===== src/rtl/dstf_pkg.sv =====
package dstf_pkg;

    localparam int MAC_W = 48;
    localparam int MODE_REG_OFS = 8'h00;
    localparam int EN_REG_OFS = 8'h04;
    localparam int ENT_BASE_OFS = 8'h08;
    localparam int ENT_STRIDE = 8;

    typedef logic [MAC_W-1:0] mac_t;

    // packed MSB first: bit4 cmp_en ... bit0 uc_ok
    typedef struct packed {
        logic cmp_en;
        logic invert;
        logic bc_ok;
        logic mc_ok;
        logic uc_ok;
    } mode_t;

    typedef enum logic [1:0] {
        CLS_UNI   = 2'd0,
        CLS_MULTI = 2'd1,
        CLS_BCAST = 2'd2
    } cls_e;

    function automatic cls_e classify(input mac_t a);
        if (&a)
            return CLS_BCAST;
        else if (a[MAC_W-8])
            return CLS_MULTI;
        else
            return CLS_UNI;
    endfunction

endpackage


===== src/rtl/dstf_regs.sv =====
module dstf_regs
    import dstf_pkg::*;
#(
    parameter int N_ENT = 16,
    parameter int REG_AW = 8
) (
    input  logic                  clk,
    input  logic                  rst,
    input  logic                  wr_en,
    input  logic [REG_AW-1:0]     wr_addr,
    input  logic [31:0]           wr_data,
    output mode_t                 mode_q,
    output logic [N_ENT-1:0]      en_q,
    output logic [N_ENT-1:0][MAC_W-1:0] tbl_q
);

    always_ff @(posedge clk) begin
        if (rst) begin
            mode_q <= '0;
            en_q   <= '0;
        end else if (wr_en) begin
            if (wr_addr == REG_AW'(MODE_REG_OFS))
                mode_q <= wr_data[$bits(mode_t)-1:0];
            if (wr_addr == REG_AW'(EN_REG_OFS))
                en_q <= wr_data[N_ENT-1:0];
        end
    end

    for (genvar g = 0; g < N_ENT; g++) begin : g_ent
        localparam int HI_OFS = ENT_BASE_OFS + ENT_STRIDE * g;
        localparam int LO_OFS = HI_OFS + 4;
        always_ff @(posedge clk) begin
            if (rst)
                tbl_q[g] <= '0;
            else if (wr_en && wr_addr == REG_AW'(HI_OFS))
                tbl_q[g][MAC_W-1:16] <= wr_data;
            else if (wr_en && wr_addr == REG_AW'(LO_OFS))
                tbl_q[g][15:0] <= wr_data[31:16];
        end
    end

endmodule


===== src/rtl/dstf_cam.sv =====
module dstf_cam
    import dstf_pkg::*;
#(
    parameter int N_ENT = 16,
    localparam int IDX_W = $clog2(N_ENT)
) (
    input  mac_t                        dst,
    input  logic [N_ENT-1:0]            en,
    input  logic [N_ENT-1:0][MAC_W-1:0] tbl,
    output logic                        hit,
    output logic [IDX_W-1:0]            idx
);

    logic [N_ENT-1:0] match;

    for (genvar g = 0; g < N_ENT; g++) begin : g_cmp
        assign match[g] = en[g] && (tbl[g] == dst);
    end

    always_comb begin
        hit = |match;
        idx = '0;
        for (int i = N_ENT - 1; i >= 0; i--) begin
            if (match[i])
                idx = IDX_W'(i);
        end
    end

endmodule


===== src/rtl/dstf_decide.sv =====
module dstf_decide
    import dstf_pkg::*;
#(
    parameter int N_ENT = 16,
    localparam int IDX_W = $clog2(N_ENT)
) (
    input  logic             clk,
    input  logic             rst,
    input  logic             frm_valid,
    input  mac_t             dst,
    input  mode_t            mode,
    input  logic             raw_hit,
    input  logic [IDX_W-1:0] raw_idx,
    output logic             res_valid,
    output logic             res_accept,
    output logic             res_hit,
    output logic [IDX_W-1:0] res_index
);

    cls_e             cls;
    logic             cls_ok;
    logic             tbl_term;
    logic             hit_g;
    logic [IDX_W-1:0] idx_g;

    always_comb begin
        cls = classify(dst);
        unique case (cls)
            CLS_UNI:   cls_ok = mode.uc_ok;
            CLS_MULTI: cls_ok = mode.mc_ok;
            CLS_BCAST: cls_ok = mode.bc_ok;
            default:   cls_ok = 1'b0;
        endcase
        tbl_term = mode.cmp_en && (raw_hit ^ mode.invert);
        hit_g    = mode.cmp_en && raw_hit;
        idx_g    = hit_g ? raw_idx : '0;
    end

    always_ff @(posedge clk) begin
        if (rst || !frm_valid) begin
            res_valid  <= 1'b0;
            res_accept <= 1'b0;
            res_hit    <= 1'b0;
            res_index  <= '0;
        end else begin
            res_valid  <= 1'b1;
            res_accept <= cls_ok || tbl_term;
            res_hit    <= hit_g;
            res_index  <= idx_g;
        end
    end

endmodule


===== src/rtl/dst_addr_filter.sv =====
module dst_addr_filter
    import dstf_pkg::*;
#(
    parameter int N_ENT = 16,
    parameter int REG_AW = 8,
    localparam int IDX_W = $clog2(N_ENT)
) (
    input  logic              clk,
    input  logic              rst,
    input  logic              wr_en,
    input  logic [REG_AW-1:0] wr_addr,
    input  logic [31:0]       wr_data,
    input  logic              frm_valid,
    input  logic [47:0]       frm_dst,
    output logic              res_valid,
    output logic              res_accept,
    output logic              res_hit,
    output logic [IDX_W-1:0]  res_index
);

    mode_t                       mode_q;
    logic [N_ENT-1:0]            en_q;
    logic [N_ENT-1:0][MAC_W-1:0] tbl_q;
    logic                        raw_hit;
    logic [IDX_W-1:0]            raw_idx;

    dstf_regs #(.N_ENT(N_ENT), .REG_AW(REG_AW)) u_regs (
        .clk     (clk),
        .rst     (rst),
        .wr_en   (wr_en),
        .wr_addr (wr_addr),
        .wr_data (wr_data),
        .mode_q  (mode_q),
        .en_q    (en_q),
        .tbl_q   (tbl_q)
    );

    dstf_cam #(.N_ENT(N_ENT)) u_cam (
        .dst (frm_dst),
        .en  (en_q),
        .tbl (tbl_q),
        .hit (raw_hit),
        .idx (raw_idx)
    );

    dstf_decide #(.N_ENT(N_ENT)) u_decide (
        .clk        (clk),
        .rst        (rst),
        .frm_valid  (frm_valid),
        .dst        (frm_dst),
        .mode       (mode_q),
        .raw_hit    (raw_hit),
        .raw_idx    (raw_idx),
        .res_valid  (res_valid),
        .res_accept (res_accept),
        .res_hit    (res_hit),
        .res_index  (res_index)
    );

endmodule


===== config.mk =====
export PLATFORM = sky130hd
export DESIGN_NAME = dst_addr_filter
export DESIGN_NICKNAME = d
export VERILOG_FILES = /design/src/rtl/dstf_pkg.sv /design/src/rtl/dstf_regs.sv /design/src/rtl/dstf_cam.sv /design/src/rtl/dstf_decide.sv /design/src/rtl/dst_addr_filter.sv
export SDC_FILE = /design/constraint.sdc
export NUM_CORES = 2
export LEC_CHECK = 0
export BUFFER_PORTS_ARGS = -buffer_cell sky130_fd_sc_hd__buf_2
export CAP_MARGIN = 20
export CELL_PAD_IN_SITES_DETAIL_PLACEMENT = 0
export CELL_PAD_IN_SITES_GLOBAL_PLACEMENT = 1
export CORE_UTILIZATION = 40
export CTS_CLUSTER_DIAMETER = 60
export DETAILED_ROUTE_END_ITERATION = 8
export PLACE_DENSITY = 0.75
export SLEW_MARGIN = 20
export SYNTH_ARGS = -nofsm -noshare
export SYNTH_HDL_FRONTEND = slang
export SYNTH_SLANG_ARGS = --single-unit

===== constraint.sdc =====
create_clock -name clk -period 4.95 [get_ports clk]
set_clock_uncertainty 0.1 [all_clocks]
set_input_delay 0.99 -clock clk [delete_from_list [all_inputs] [get_ports clk]]
set_output_delay 0.99 -clock clk [all_outputs]
set_load 0.02 [all_outputs]

Yosys cells after proc, flatten, opt, wreduce, memory -nomap -nowiden
Index checks and enable logic that the tools add are counted.
{"block": "word_totals", "ff_bits": 796, "out_inout_bits": 7, "elab_cells": 212}
{"block": "classes", "eq_ne": 51, "mux": 19, "bitwise_logic": 18, "reduce_logical": 79}
{"op": "equality test 48 bit", "n": 16}
{"op": "equality test 8 x 7 -> 1 bit (second input constant)", "n": 16}
{"op": "equality test 8 x 6 -> 1 bit (second input constant)", "n": 8}
{"op": "logical AND 1 bit", "n": 50}
{"op": "AND reduction 48 bit", "n": 1}
{"op": "AND reduction 2 bit", "n": 18}
{"op": "equality test 8 x 5 -> 1 bit (second input constant)", "n": 4}
{"op": "two-way mux 4 bit", "n": 8}
{"op": "inverter 1 bit", "n": 17}
{"op": "equality test 8 x 4 -> 1 bit (second input constant)", "n": 2}
{"op": "equality test 8 bit (second input constant)", "n": 2}
{"op": "OR reduction 16 bit", "n": 1}
{"op": "two-way mux 3 bit", "n": 4}
{"op": "OR reduction 10 bit", "n": 1}
{"op": "equality test 8 x 3 -> 1 bit (second input constant)", "n": 1}
{"op": "zero test 8 bit", "n": 1}
{"op": "two-way mux 2 bit", "n": 3}
{"op": "OR reduction 6 bit", "n": 1}
{"op": "OR reduction 4 bit", "n": 1}
{"op": "two-way mux 1 bit", "n": 3}
{"op": "case mux 1 bit (3 select lines)", "n": 1}
{"op": "OR reduction 3 bit", "n": 1}
{"op": "equality test 2 x 1 -> 1 bit (second input constant)", "n": 1}
{"op": "equality test 2 bit (second input constant)", "n": 1}
{"op": "4 further kinds", "n": 5}

Logic depth before layout (Yosys ltp)
{"block": "logic_depth", "ltp_word": 17, "depth_mapped": 11}

Modules after synthesis
A second synthesis with hierarchy kept.
{"block": "unflattened", "cells_unflattened": 3931, "hier_area_um2": 39857.0}
{"module": "dstf_regs", "instances": 1, "cells_per_inst": 2697, "area_per_inst_um2": 30304.1, "seq_area_each_um2": 15795.1}
{"module": "dstf_cam", "instances": 1, "cells_per_inst": 1199, "area_per_inst_um2": 9203.8, "seq_area_each_um2": 0.0}
{"module": "dstf_decide", "instances": 1, "cells_per_inst": 35, "area_per_inst_um2": 349.1, "seq_area_each_um2": 140.1}

Least setup slack after synthesis
No wires, ideal clock.
{"block": "synth_timing", "path_kind": "input-to-reg", "start": "input frm_dst[45]", "end": "register u_decide.res_accept", "arrival_time_ns": 3.132, "t_required_ns": 4.784, "slack_ns": 1.652, "cell_stages": 10, "path_buffers": 1, "path_cell_list": "buf_6 > xnor2_2 > o221ai_1 > or4_1 > or4_4 > o22a_1 > and2_4 > a31o_1 > a21bo_1 > a21boi_2"}
{"block": "synth_via", "elab_chain_len": 6, "word_cells_on_any_way": 42, "cone_classes": "18 x eq/ne; 2 x mux; 1 x bitwise; 21 x reduce/logical"}
{"item": "from (decl)", "line": "dst_addr_filter.sv:14", "source": "input logic [47:0] frm_dst,"}
{"item": "equality test 48 bit", "line": "dstf_cam.sv:17", "source": "assign match[g] = en[g] && (tbl[g] == dst);"}
{"item": "logical AND 1 bit", "line": "dstf_cam.sv:17"}
{"item": "OR reduction 16 bit", "line": "dstf_cam.sv:21", "source": "hit = |match;"}
{"item": "XOR 1 bit", "line": "dstf_decide.sv:34", "source": "tbl_term = mode.cmp_en && (raw_hit ^ mode.invert);"}
{"item": "logical AND 1 bit", "line": "dstf_decide.sv:34"}
{"item": "logical OR 1 bit *", "line": "dstf_decide.sv:47", "source": "res_accept <= cls_ok || tbl_term;"}
{"item": "to (signal assigned)", "line": "dstf_decide.sv:47"}
{"item": "to (decl)", "line": "dstf_decide.sv:15", "source": "output logic res_accept,"}
Every way passes the cells marked *; elsewhere a longest branch is shown, timed or not.
A chain may end at the register's enable or synchronous reset.

Final worst setup path
{"block": "layout_timing", "start": "input frm_dst[20]", "end": "register u_decide.res_accept"}
The elaborated chain is that of the path after synthesis.

==> impl_metrics.tcl <==
set metrics [dict create \
    grt_pass1_vias 31400 \
    synth_seq_cells 796 \
    final_common_cell "nand2_1" \
    syn_nets 4848 \
    cts_buffer_depth 3 \
    drtIter0Drc 5188 \
    cts_resized 0 \
    place_ws_ns 0.770 \
    yosysWarnings 0 \
    drcViolationCount 0 \
    r2r_end "u_decide.res_accept$_SDFF_PN0_" \
    slew_headroom_pct 21.7 \
    worst_ep_arrival_time_ns 4.14 \
    cp-end-kind "flop" \
    critPathRequiredTime_ns 5.46 \
    fmax_mhz 276 \
    final_area_sq_um 42000 \
    wl_um 173000 \
    area_growth_pct 13.5 \
    worst_pin_slew_ns 1.17 \
    io_pins 99 \
    rsz0062_at_grt "no" \
    grt_overflow 0 \
    die_area_sq_um 93800 \
    grt_pass1_wl_um 241000 \
    grt_usage_pct 35.9 \
    internal-power_w 0.0109 \
    post_cts_buffers 0 \
    hold_viol 0 \
    crit_type "input pin to flop" \
    clkTransAtPathRegs_ns 0.06 \
    setup_viol 0 \
    synth_area_sq_um 37000 \
    die-width_um 306 \
    numCtsBuffers 94 \
    cts.sinks 796 \
    worstSkewPairLatency_ns 0.68 \
    p_sw_w 0.00405 \
    tns_ns 0 \
    vias 35000 \
    hold_buffers 0 \
    p_leak_nw 14.5 \
    gp_congestion 0.989 \
    detail-route-antenna-nets 0 \
    hp-class "flop to flop" \
    core_area_sq_um 91700 \
    min_period_over_period_pct 73.3 \
    power_frac_clock_pct 48.5 \
    antenna_found_initial 8 \
    final_cell_mix "1468 x nand2_1, 796 x dfxtp_1, 711 x a21oi_1, 420 x xnor2_1, 259 x xor2_1" \
    reg2reg_depth 9 \
    seqPwrFrac_pct 42.9 \
    slew_violations 0 \
    seq_area_frac_synth_pct 43.0 \
    power_frac_comb_pct 8.6 \
    port_buffers 98 \
    ys.flop_type "dfxtp_1" \
    avgSynthCellArea_sq_um 7.79 \
    startpoint_type "input pin" \
    initial_core_util_pct 40.4 \
    postSynthCellCount 4756 \
    chipHeight_um 306 \
    cts-root-buf "clkbuf_16" \
    drive_gt1_share_pct 9.55 \
    total_power_w 0.0150 \
    drv_cap 0 \
    status "complete, no violations" \
    vias_per_cell 5.85 \
    reg2reg_from "u_regs.tbl_q[719]$_SDFFE_PP0P_" \
    rows 111 \
    routedWlPerCell_um 28.9 \
    ir_drop_uv 281 \
    cts-htree-levels 3 \
    nNetsFinal 4810 \
    placedInstanceArea_sq_um 38800 \
    switching_share_pct 27.1 \
    crit_path_max_fanout 14 \
    cp-startpoint "frm_dst[20]" \
    async_flop_share_pct 0 \
    dpl.hpwl_um 107000 \
    pwr_density_cell_nw_per_um2 356 \
    min_period_ns 3.63 \
    cts_tree "done" \
    rrSetupSlack_ns 1.81 \
    drtPass1Iterations 7 \
    synth-edff-count 0 \
    crit_end "u_decide.res_accept$_SDFF_PN0_" \
    synth_cell_types 59 \
    final.setup.worst_slack_ns 1.32 \
    grt_max_degree 168 \
]
==> synthesized netlist by cell type, drive strengths merged (6+ instances only) <==
| library cell | number | area share, % |
|---|---|---|
| nand2 | 1469 | 15 |
| nor3 | 20 | 0.27 |
| dfxtp | 796 | 43 |
| o211ai | 8 | 0.16 |
| nand3 | 28 | 0.38 |
| o2111ai | 14 | 0.33 |
| xor2 | 259 | 6.1 |
| inv | 51 | 0.52 |
| nor2b | 12 | 0.20 |
| buf | 91 | 1.3 |
| a221oi | 6 | 0.16 |
| xnor2 | 421 | 10 |
| mux2i | 81 | 2.2 |
| a22oi | 6 | 0.12 |
| o22ai | 17 | 0.29 |
| o21ai | 7 | 0.095 |
| nor4 | 89 | 1.5 |
| nand4 | 130 | 2.2 |
| or4 | 8 | 0.17 |
| nor2 | 124 | 1.3 |
| a21oi | 711 | 9.6 |
| and4 | 6 | 0.14 |
| nand2b | 34 | 0.57 |
| clkbuf | 309 | 3.1 |
| o221ai | 8 | 0.19 |
==> metrics by stage <==
step | hold WS [ns] | cells | utilization (%)
floorplan | 0.332 | 4756 | -
global placement | 0.340 | 5808 | 42.3
detailed placement | 0.347 | 5808 | 42.3
CTS | 0.355 | 5984 | 45.8
global route | 0.366 | 5984 | 45.8
finish | 0.353 | 5990 | 45.9
==> power groups by stage <==
stage | combinational, W | sequential, W | clock [W]
finish | 0.00128 | 0.00642 | 0.00726
global route | 0.00127 | 0.00642 | 0.00754
CTS | 0.00123 | 0.00642 | 0.00727
detailed placement | 0.00122 | 0.00656 | 0
global placement | 0.00123 | 0.00656 | 0
floorplan | 0.000603 | 0.00656 | 0
==> layer usage <==
layer	GRT usage [%]	wire, um
met1	49.5	70300
met2	53.2	73300
met3	6.73	19500
met4	18.5	10200
met5	0	0
==> worst min-delay path by stage <==
stage	from	end	slack (ns)	cells past startpoint
6_report	u_regs.tbl_q[346]$_SDFFE_PP0P_	u_regs.tbl_q[346]$_SDFFE_PP0P_	0.35	2
5_1_grt	u_regs.tbl_q[346]$_SDFFE_PP0P_	u_regs.tbl_q[346]$_SDFFE_PP0P_	0.37	2
4_1_cts	u_regs.tbl_q[346]$_SDFFE_PP0P_	u_regs.tbl_q[346]$_SDFFE_PP0P_	0.35	2
3_5_place_dp	u_regs.tbl_q[346]$_SDFFE_PP0P_	u_regs.tbl_q[346]$_SDFFE_PP0P_	0.35	2
3_3_place_gp	u_regs.en_q[10]$_SDFFE_PP0P_	u_regs.en_q[10]$_SDFFE_PP0P_	0.34	2
2_1_floorplan	u_regs.en_q[14]$_SDFFE_PP0P_	u_regs.en_q[14]$_SDFFE_PP0P_	0.33	2
==> critical path, stage by stage <==
cell and delay [ns]:
buf_2 0.66, xor2_1 0.15, nor4_1 0.38, nand4_1 0.17
or4_1 0.79, o31ai_1 0.21, nor3_1 0.19, a31o_1 0.26
a21bo_1 0.19, a21boi_2 0.12
==> area by class of cell <==
cell class                 instances  area [sq um]
antenna                            6          15.0
inverter                          51           191
tap                             1186          1480
sequential                       796         15900
fill                            9039         49600
timing repair buffer             266          1860
clock inverter                    42           472
multi-input combinational       3509         19300
clock buffer                     134          2740
==> kinds of logic (layout without fill, tap and decap cells) <==
group | after synthesis | in the layout | synth area share (%)
flip-flops | 796 | 796 | 43.0
buffers and inverters | 451 | 493 | 4.92
AO/OA/AOI/OAI | 811 | 811 | 11.8
XOR/XNOR | 680 | 680 | 16.1
AND/OR/NAND/NOR | 1937 | 1937 | 22.0
multiplexers | 81 | 81 | 2.19
other | 0 | 6 | 0
==> flip-flops by register name, summed over array words and instances, names as in the netlist <==
| signal | cells |
|---|---|
| u_regs.mode_q | 5 |
| u_decide.res_valid | 1 |
| u_regs.tbl_q | 768 |
| u_decide.res_accept | 1 |
| u_regs.en_q | 16 |
| u_decide.res_hit | 1 |
| u_decide.res_index | 4 |
Power figures use the tool's default switching activity.
